[src/rtl/rlseq_pkg.sv]
package rlseq_pkg;
  typedef enum logic [0:0] {
    POL_ZERO = 1'b0,
    POL_ONE  = 1'b1
  } run_pol_e;
endpackage

[src/rtl/rlseq_chain.sv]
module rlseq_chain
  import rlseq_pkg::*;
#(
  parameter int       RUN_LEN = 4,
  parameter run_pol_e POL     = POL_ZERO
) (
  input  logic               w,
  input  logic               enter,
  input  logic [RUN_LEN-1:0] cur,
  output logic [RUN_LEN-1:0] nxt
);
  logic hit;
  assign hit = (POL == POL_ONE) ? w : ~w;

  assign nxt[0] = hit & enter;

  generate
    for (genvar k = 1; k < RUN_LEN - 1; k++) begin : g_mid
      assign nxt[k] = hit & cur[k-1];
    end
    if (RUN_LEN > 1) begin : g_last
      assign nxt[RUN_LEN-1] = hit & (cur[RUN_LEN-2] | cur[RUN_LEN-1]);
    end
  endgenerate
endmodule

[src/rtl/rlseq_guard.sv]
module rlseq_guard #(
  parameter int NB = 9
) (
  input  logic [NB-1:0] q,
  output logic          legal
);
  logic idle, active;
  assign idle   = (q == '0);
  assign active = q[0] & $onehot(q[NB-1:1]);
  assign legal  = idle | active;
endmodule

[src/rtl/rlseq_detect.sv]
module rlseq_detect
  import rlseq_pkg::*;
#(
  parameter int RUN_LEN = 4
) (
  input  logic                   clk,
  input  logic                   rst,
  input  logic                   w,
  output logic                   z,
  output logic [2*RUN_LEN:0]     state
);
  localparam int NB    = 2 * RUN_LEN + 1;
  localparam int Z_TOP = RUN_LEN;
  localparam int O_BOT = RUN_LEN + 1;
  localparam int O_TOP = NB - 1;

  logic [NB-1:0]      st_q, st_d;
  logic               z_q;
  logic [RUN_LEN-1:0] zeros_q, ones_q, zeros_d, ones_d;
  logic               in_idle, legal;

  assign zeros_q = st_q[Z_TOP:1];
  assign ones_q  = st_q[O_TOP:O_BOT];
  assign in_idle = ~st_q[0];

  rlseq_chain #(.RUN_LEN(RUN_LEN), .POL(POL_ZERO)) u_zero (
    .w(w), .enter(in_idle | (|ones_q)), .cur(zeros_q), .nxt(zeros_d)
  );

  rlseq_chain #(.RUN_LEN(RUN_LEN), .POL(POL_ONE)) u_one (
    .w(w), .enter(in_idle | (|zeros_q)), .cur(ones_q), .nxt(ones_d)
  );

  rlseq_guard #(.NB(NB)) u_guard (.q(st_q), .legal(legal));

  assign st_d = legal ? {ones_d, zeros_d, 1'b1} : '0;

  always_ff @(posedge clk) begin
    if (rst) begin
      st_q <= '0;
      z_q  <= 1'b0;
    end else begin
      st_q <= st_d;
      z_q  <= st_d[Z_TOP] | st_d[O_TOP];
    end
  end

  assign state = st_q;
  assign z     = z_q;


  rst_clear_chk: assert property (@(posedge clk) disable iff (rst)
    $past(rst) |-> (st_q == '0 && !z_q));

  code_legal_chk: assert property (@(posedge clk) disable iff (rst)
    (st_q == '0) || (st_q[0] && $onehot(st_q[O_TOP:1])));

  zero_entry_chk: assert property (@(posedge clk) disable iff (rst)
    ((in_idle || (|ones_q)) && !w) |=> st_q[1]);

  one_entry_chk: assert property (@(posedge clk) disable iff (rst)
    ((in_idle || (|zeros_q)) && w) |=> st_q[O_BOT]);

  zero_hold_chk: assert property (@(posedge clk) disable iff (rst)
    (st_q[Z_TOP] && !w) |=> st_q[Z_TOP]);

  one_hold_chk: assert property (@(posedge clk) disable iff (rst)
    (st_q[O_TOP] && w) |=> st_q[O_TOP]);

  moore_z_chk: assert property (@(posedge clk) disable iff (rst)
    z_q == (st_q[Z_TOP] | st_q[O_TOP]));
endmodule

[config.mk]
export PLATFORM = sky130hd
export DESIGN_NAME = rlseq_detect
export DESIGN_NICKNAME = d
export VERILOG_FILES = /design/src/rtl/rlseq_pkg.sv /design/src/rtl/rlseq_chain.sv /design/src/rtl/rlseq_guard.sv /design/src/rtl/rlseq_detect.sv
export SDC_FILE = /design/constraint.sdc
export NUM_CORES = 1
export LEC_CHECK = 0
export CAP_MARGIN = 20
export CELL_PAD_IN_SITES_DETAIL_PLACEMENT = 1
export CELL_PAD_IN_SITES_GLOBAL_PLACEMENT = 1
export CORE_MARGIN = 8
export CORE_UTILIZATION = 32
export DETAILED_ROUTE_END_ITERATION = 10
export HOLD_SLACK_MARGIN = 0.1
export PLACE_DENSITY = 0.7
export RECOVER_POWER = 50
export SYNTH_ARGS = -nofsm -noshare
export SYNTH_HDL_FRONTEND = slang
export SYNTH_HIERARCHICAL = 1
export SYNTH_SLANG_ARGS = --single-unit
export TNS_END_PERCENT = 5
[constraint.sdc]
create_clock -name clk -period 2.6 [get_ports clk]
set_input_delay 0.52 -clock clk [delete_from_list [all_inputs] [get_ports clk]]
set_output_delay 0.52 -clock clk [all_outputs]
set_load 0.01 [all_outputs]
# After elaboration in Yosys (flattened, before gate mapping)
# Index checks and enable logic that the tools add are counted.
[totals] register_bits=10 word_cells=34
[classes] addsub=7 eq_ne=1 n_mux=1 n_bitwise=18 reduce_logical=4
[ops] op="adder 4 bit" count=3
[ops] op="bitwise AND 1 bit" count=9
[ops] op="logical NOT 9 bit" count=1
[ops] op="two-way mux 9 bit" count=1
[ops] op="adder 1 x 1 -> 2 bit" count=4
[ops] op="OR reduction 4 bit" count=2
[ops] op="bitwise OR 1 bit" count=6
[ops] op="equality test 4 x 1 -> 1 bit, second input constant" count=1
[ops] op="inverter 1 bit" count=3
[ops] op="OR reduction 2 bit" count=1

# Longest topological paths before layout
# Gate-level depths: netlist (run 1).
[depth] word_depth=8 mapped_depth=12 ltp_nobuf=11

# By module
# Netlist (run 1), hierarchy kept.
[by_module_without_submodules] mod="rlseq_detect" n_inst=1 cells_per_inst=25 area_each_um2=322.8
[by_module_without_submodules] mod="rlseq_guard" n_inst=1 cells_per_inst=21 area_each_um2=190.2
[by_module_without_submodules] mod="rlseq_chain (u_zero)" n_inst=1 cells_per_inst=4 area_each_um2=36.3
[by_module_without_submodules] mod="rlseq_chain (u_one)" n_inst=1 cells_per_inst=4 area_each_um2=26.3

# Worst setup path before layout (run 1)
# OpenSTA, ideal clock, no wires.
[synth_path] kind="register to register" startpoint="register st_q[6] (netlist: state[6])" endpoint="register st_q[1] (netlist: state[1])" arrival_time_ns=2.705 required_time_ns=2.487 slack_ns=-0.217 stages_incl_launch_ff=12 cell_sequence="dfxtp_1 -> fa_1 -> ha_1 -> fa_1 -> inv_1 -> fa_1 -> o2111ai_1 -> a21oi_1 -> a31o_2 -> nor2b_4 -> buf_6 -> and2_4"
[synth_via] elab_chain_cells=8
[synth_rtl] item="from (decl)" line="rlseq_detect.sv:17" source="logic [NB-1:0] st_q, st_d;"
[synth_rtl] item="from (signal assigned)" line="rlseq_detect.sv:43" source="st_q <= st_d;"
[synth_rtl] item="adder 1 x 1 -> 2 bit" line="rlseq_guard.sv:9" source="assign active = q[0] & $onehot(q[NB-1:1]);"
[synth_rtl] item="adder 4 bit (2 in series)" line="rlseq_guard.sv:9"
[synth_rtl] item="equality test 4 x 1 -> 1 bit" line="rlseq_guard.sv:9"
[synth_rtl] item="bitwise AND 1 bit" line="rlseq_guard.sv:9"
[synth_rtl] item="bitwise OR 1 bit (*)" line="rlseq_guard.sv:10" source="assign legal = idle | active;"
[synth_rtl] item="net legal" line="rlseq_detect.sv:20" source="logic in_idle, legal;"
[synth_rtl] item="inverter 1 bit (no line) (*)"
[synth_rtl] item="OR reduction 2 bit (no line) (*)"
# Mark *: on every way through the listed nets, which the timed path passes. The rest lies on a longest branch.
# A chain may end at the register's enable or synchronous reset.

# Final worst setup path (run 1)
[layout_path] startpoint="register st_q[5] (netlist: state[5])" endpoint="register st_q[6] (netlist: state[6])"
# The elaborated chain is that of the path after synthesis.

==> impl_metrics.py, run 1 <==
metrics = {
    "clock_tree": {
        "cts.reportedPaths.clkPinSlew_ps": 60,
        "htreeDepth": 1,
        "clk_path_buf_depth": 2,
        "insertion_delay_ps": 260,
        "clock_sinks": 10,
        "cts_buffers": 3,
        "cts_setup_buffers": 0,
        "root_buffer": "clkbuf_4",
        "cts_tree": "yes",
    },
    "sta": {
        "max_slew_margin_pct": 79.7,
        "rsz0062_at_grt": "true",
        "worstMarginPinSlew_ps": 302,
        "fmax_mhz": 365,
        "setup_ws_ps": -143,
        "worst_hold_slack_ps": 695,
        "min_period_ps": 2740,
        "fin_crit_sh_pct": 105,
        "finalMaxSlewViolations": 0,
        "hold_viol_final": 0,
        "fin_skew_ps": 5.51,
        "setup_viol": 9,
    },
    "die": {
        "die_h_um": 58.4,
        "core-area_mm2": 0.00171,
        "die-area_mm2": 0.00341,
        "io_pins": 13,
        "num_rows": 15,
        "initial_utilization_pct": 33.7,
        "die_x_um": 58.4,
    },
    "finish": {
        "fill_cells": 188,
        "final_nets": 88,
        "antenna_cells": 0,
        "area_growth_pct": 47.4,
        "ff_latch_area_um2": 204,
        "fin_area_um2": 848,
        "final_layout_size_suffix_gt1_share_pct": 47.4,
        "multiInputGateArea_um2": 392,
    },
    "setup_path": {
        "r2r-end": "state[6]",
        "path_max_fanout": 5,
        "path_buf_inv": 1,
        "rr_worst_depth": 10,
        "critPathCaptureType": "flop",
        "worstPathCellList": "fa_1 > ha_4 > fa_2 > inv_2 > fa_2 > o2111ai_2 > a21oi_2 > a31o_2 > nor2b_4 > and2_4",
        "rr_startpoint": "state[5]",
        "crit_type": "flop to flop",
        "crit_top_cell": "fa_2",
        "max_stage_delay_ps": 580,
        "crit_arrival_ps": 2900,
        "ff2ff_setup_slack_ps": -140,
        "critPathTopFamily": "adder cells",
        "worst_path_max_delay_cell": "fa_1",
        "cp-start-kind": "flop",
        "cp_data_required_time_ps": 2760,
    },
    "yosys": {
        "synth-compound-area-share_pct": 9.78,
        "synth_area_um2": 576,
        "synth.avg_cell_area_um2": 10.7,
        "synthAdderAreaFrac_pct": 20.4,
        "synth_top_family_by_area": "simple AND/OR/NAND/NOR gates",
        "netlist_instances": 54,
        "synth_warnings": 6,
        "muxShareOfSynthArea_pct": 0,
        "synth_xor_area_share_pct": 0,
        "yosys.area_share.simple_pct": 28.5,
        "syn-num-nets": 64,
        "seq_area_frac_synth_pct": 34.8,
        "synth_seq_cells": 10,
        "synth_cell_types": 19,
    },
    "hold_path": {
        "min_to": "state[5]",
        "whs_path_depth": 3,
        "min_from": "state[0]",
        "hp-class": "flop to flop",
    },
    "pwr": {
        "leakage_nw": 0.373,
        "peakVddDrop_mv": 0.317,
        "power_density_mw_per_mm2": 543,
        "power_mw": 0.460,
    },
    "global_routing": {
        "global_route.usage.total_pct": 9.94,
        "grt_pass1_vias": 521,
        "grt_max_degree": 9,
        "gr-total-overflow": 0,
        "antenna_found_initial": 0,
        "grt_pass1_wl_um": 2490,
    },
    "route": {
        "postRouteWirelength_um": 1420,
        "routed.top_layer": "met4",
        "first_iter_violations": 1,
        "drc_errors": 0,
        "firstDrtPassIters": 2,
        "wl_per_cell_um": 14.0,
        "dr_wl_met2_um": 718,
        "ant_nets": 0,
        "vias": 449,
        "met3WireLength_um": 29,
        "viasPerCell": 4.45,
        "wl_met1_um": 635,
    },
    "placed_design": {
        "gp_congestion": 0.703,
        "hpwlAfterDp_um": 1100,
        "port_buffers": 12,
        "post_dp_cell_area_um2": 774,
    },
    "outcome": {
        "outcome": "finished, violations left",
        "violations": "negative setup slack",
    },
    "job": {
        "cap_violations": 0,
    },
}
## cell type report
cell class | instances | area share, %
inverters | 7 | 3.10
clock buffers | 3 | 2.65
multi-input cells | 37 | 46.2
well taps | 25 | 3.69
flip-flops and latches | 10 | 24.0
repair buffers | 19 | 20.4
## per-stage QoR
step	cells	TNS, ps	utilization, %	worst slack (ps)
floorplan	54	-1000	-	-119
global placement	97	-1130	45.3	-134
detailed placement	97	-2210	45.3	-239
CTS	101	-1340	49.5	-163
global route	101	-1790	49.7	-212
finish	101	-1100	49.7	-143
## report_power, final
| part | leakage, nW | switching [mW] | internal (mW) |
|---|---|---|---|
| Combinational | 0.276 | 0.0751 | 0.101 |
| Sequential | 0.0826 | 0.0132 | 0.167 |
| Clock | 0.0138 | 0.0503 | 0.0533 |
| Total | 0.373 | 0.139 | 0.322 |
## logic make-up after synthesis
family | Yosys count
AND/OR/NAND/NOR | 22
buffers and inverters | 8
flip-flops | 10
AO/OA/AOI/OAI | 7
adder cells (fa/ha/maj) | 7
## cell usage in the layout, fill, tap and decap left out, drive strengths merged
master,synthesis,final
ha,3,3
and2,11,11
a31o,1,1
nor2b,1,2
inv,7,7
dlygate4sd3,0,5
nor3,1,1
clkbuf,0,3
o21a,2,2
a21oi,1,1
buf,1,7
nor4,3,3
a211o,1,1
fa,4,4
o21ba,1,1
dfxtp,10,10
clkdlybuf4s50,0,7
nand2,2,2
o2111ai,1,1
nor2,1,1
and2b,3,3
## worst reg2reg max path, stage by stage (launching register included)
cell and delay [ps]:
dfxtp_2 330, fa_1 580, ha_4 210, fa_2 350
inv_2 60, fa_2 440, o2111ai_2 90, a21oi_2 50
a31o_2 230, nor2b_4 150, and2_4 160
## synthesized netlist by cell type
master / count / area, um2
nor3_1: 1 / 5.00
nor2_1: 1 / 3.75
buf_6: 1 / 11.3
and2b_2: 3 / 26.3
and2_4: 8 / 70.1
nor4_1: 3 / 18.8
o21ba_2: 1 / 10.0
inv_1: 7 / 26.3
fa_1: 4 / 80.1
dfxtp_1: 10 / 200
a31o_2: 1 / 8.76
ha_1: 3 / 37.5
o2111ai_1: 1 / 8.76
and2_1: 3 / 18.8
o21a_1: 2 / 15.0
nand2_1: 2 / 7.51
a21oi_1: 1 / 5.00
a211o_1: 1 / 8.76
nor2b_4: 1 / 13.8
## sequential cells by signal, summed over array words and instances (netlist names)
register  count
state         9
z             1
## worst max-delay path by stage
stage	from	endpoint	cells past startpoint
2_1_floorplan	state[5]	state[5]	11
3_3_place_gp	state[5]	state[8]	10
3_5_place_dp	state[5]	state[8]	10
4_1_cts	state[8]	state[3]	10
5_1_grt	state[5]	state[5]	10
6_report	state[5]	state[6]	10
## routing by layer
metal	GRT usage, %	up-vias
met5	0	-
met4	7.34	0
met3	1.52	4
met2	15.6	7
met1	11.9	216
li1	-	222
## repair_timing
item / CTS / global route
pin swaps: 4 / 6
endpoints found under the setup margin: 10 / 10
hold buffers: 0 / 0
gates cloned: 1 / 0
gates resized for setup: 6 / 2
Note: power is estimated with default switching activity, not from simulation.
==> run 2: changes to the inputs <==
CTS_CLUSTER_SIZE = 14   (was not set)
==> results of run 2 <==
The final DEF is identical to that of run 1; final timing and power are the same.
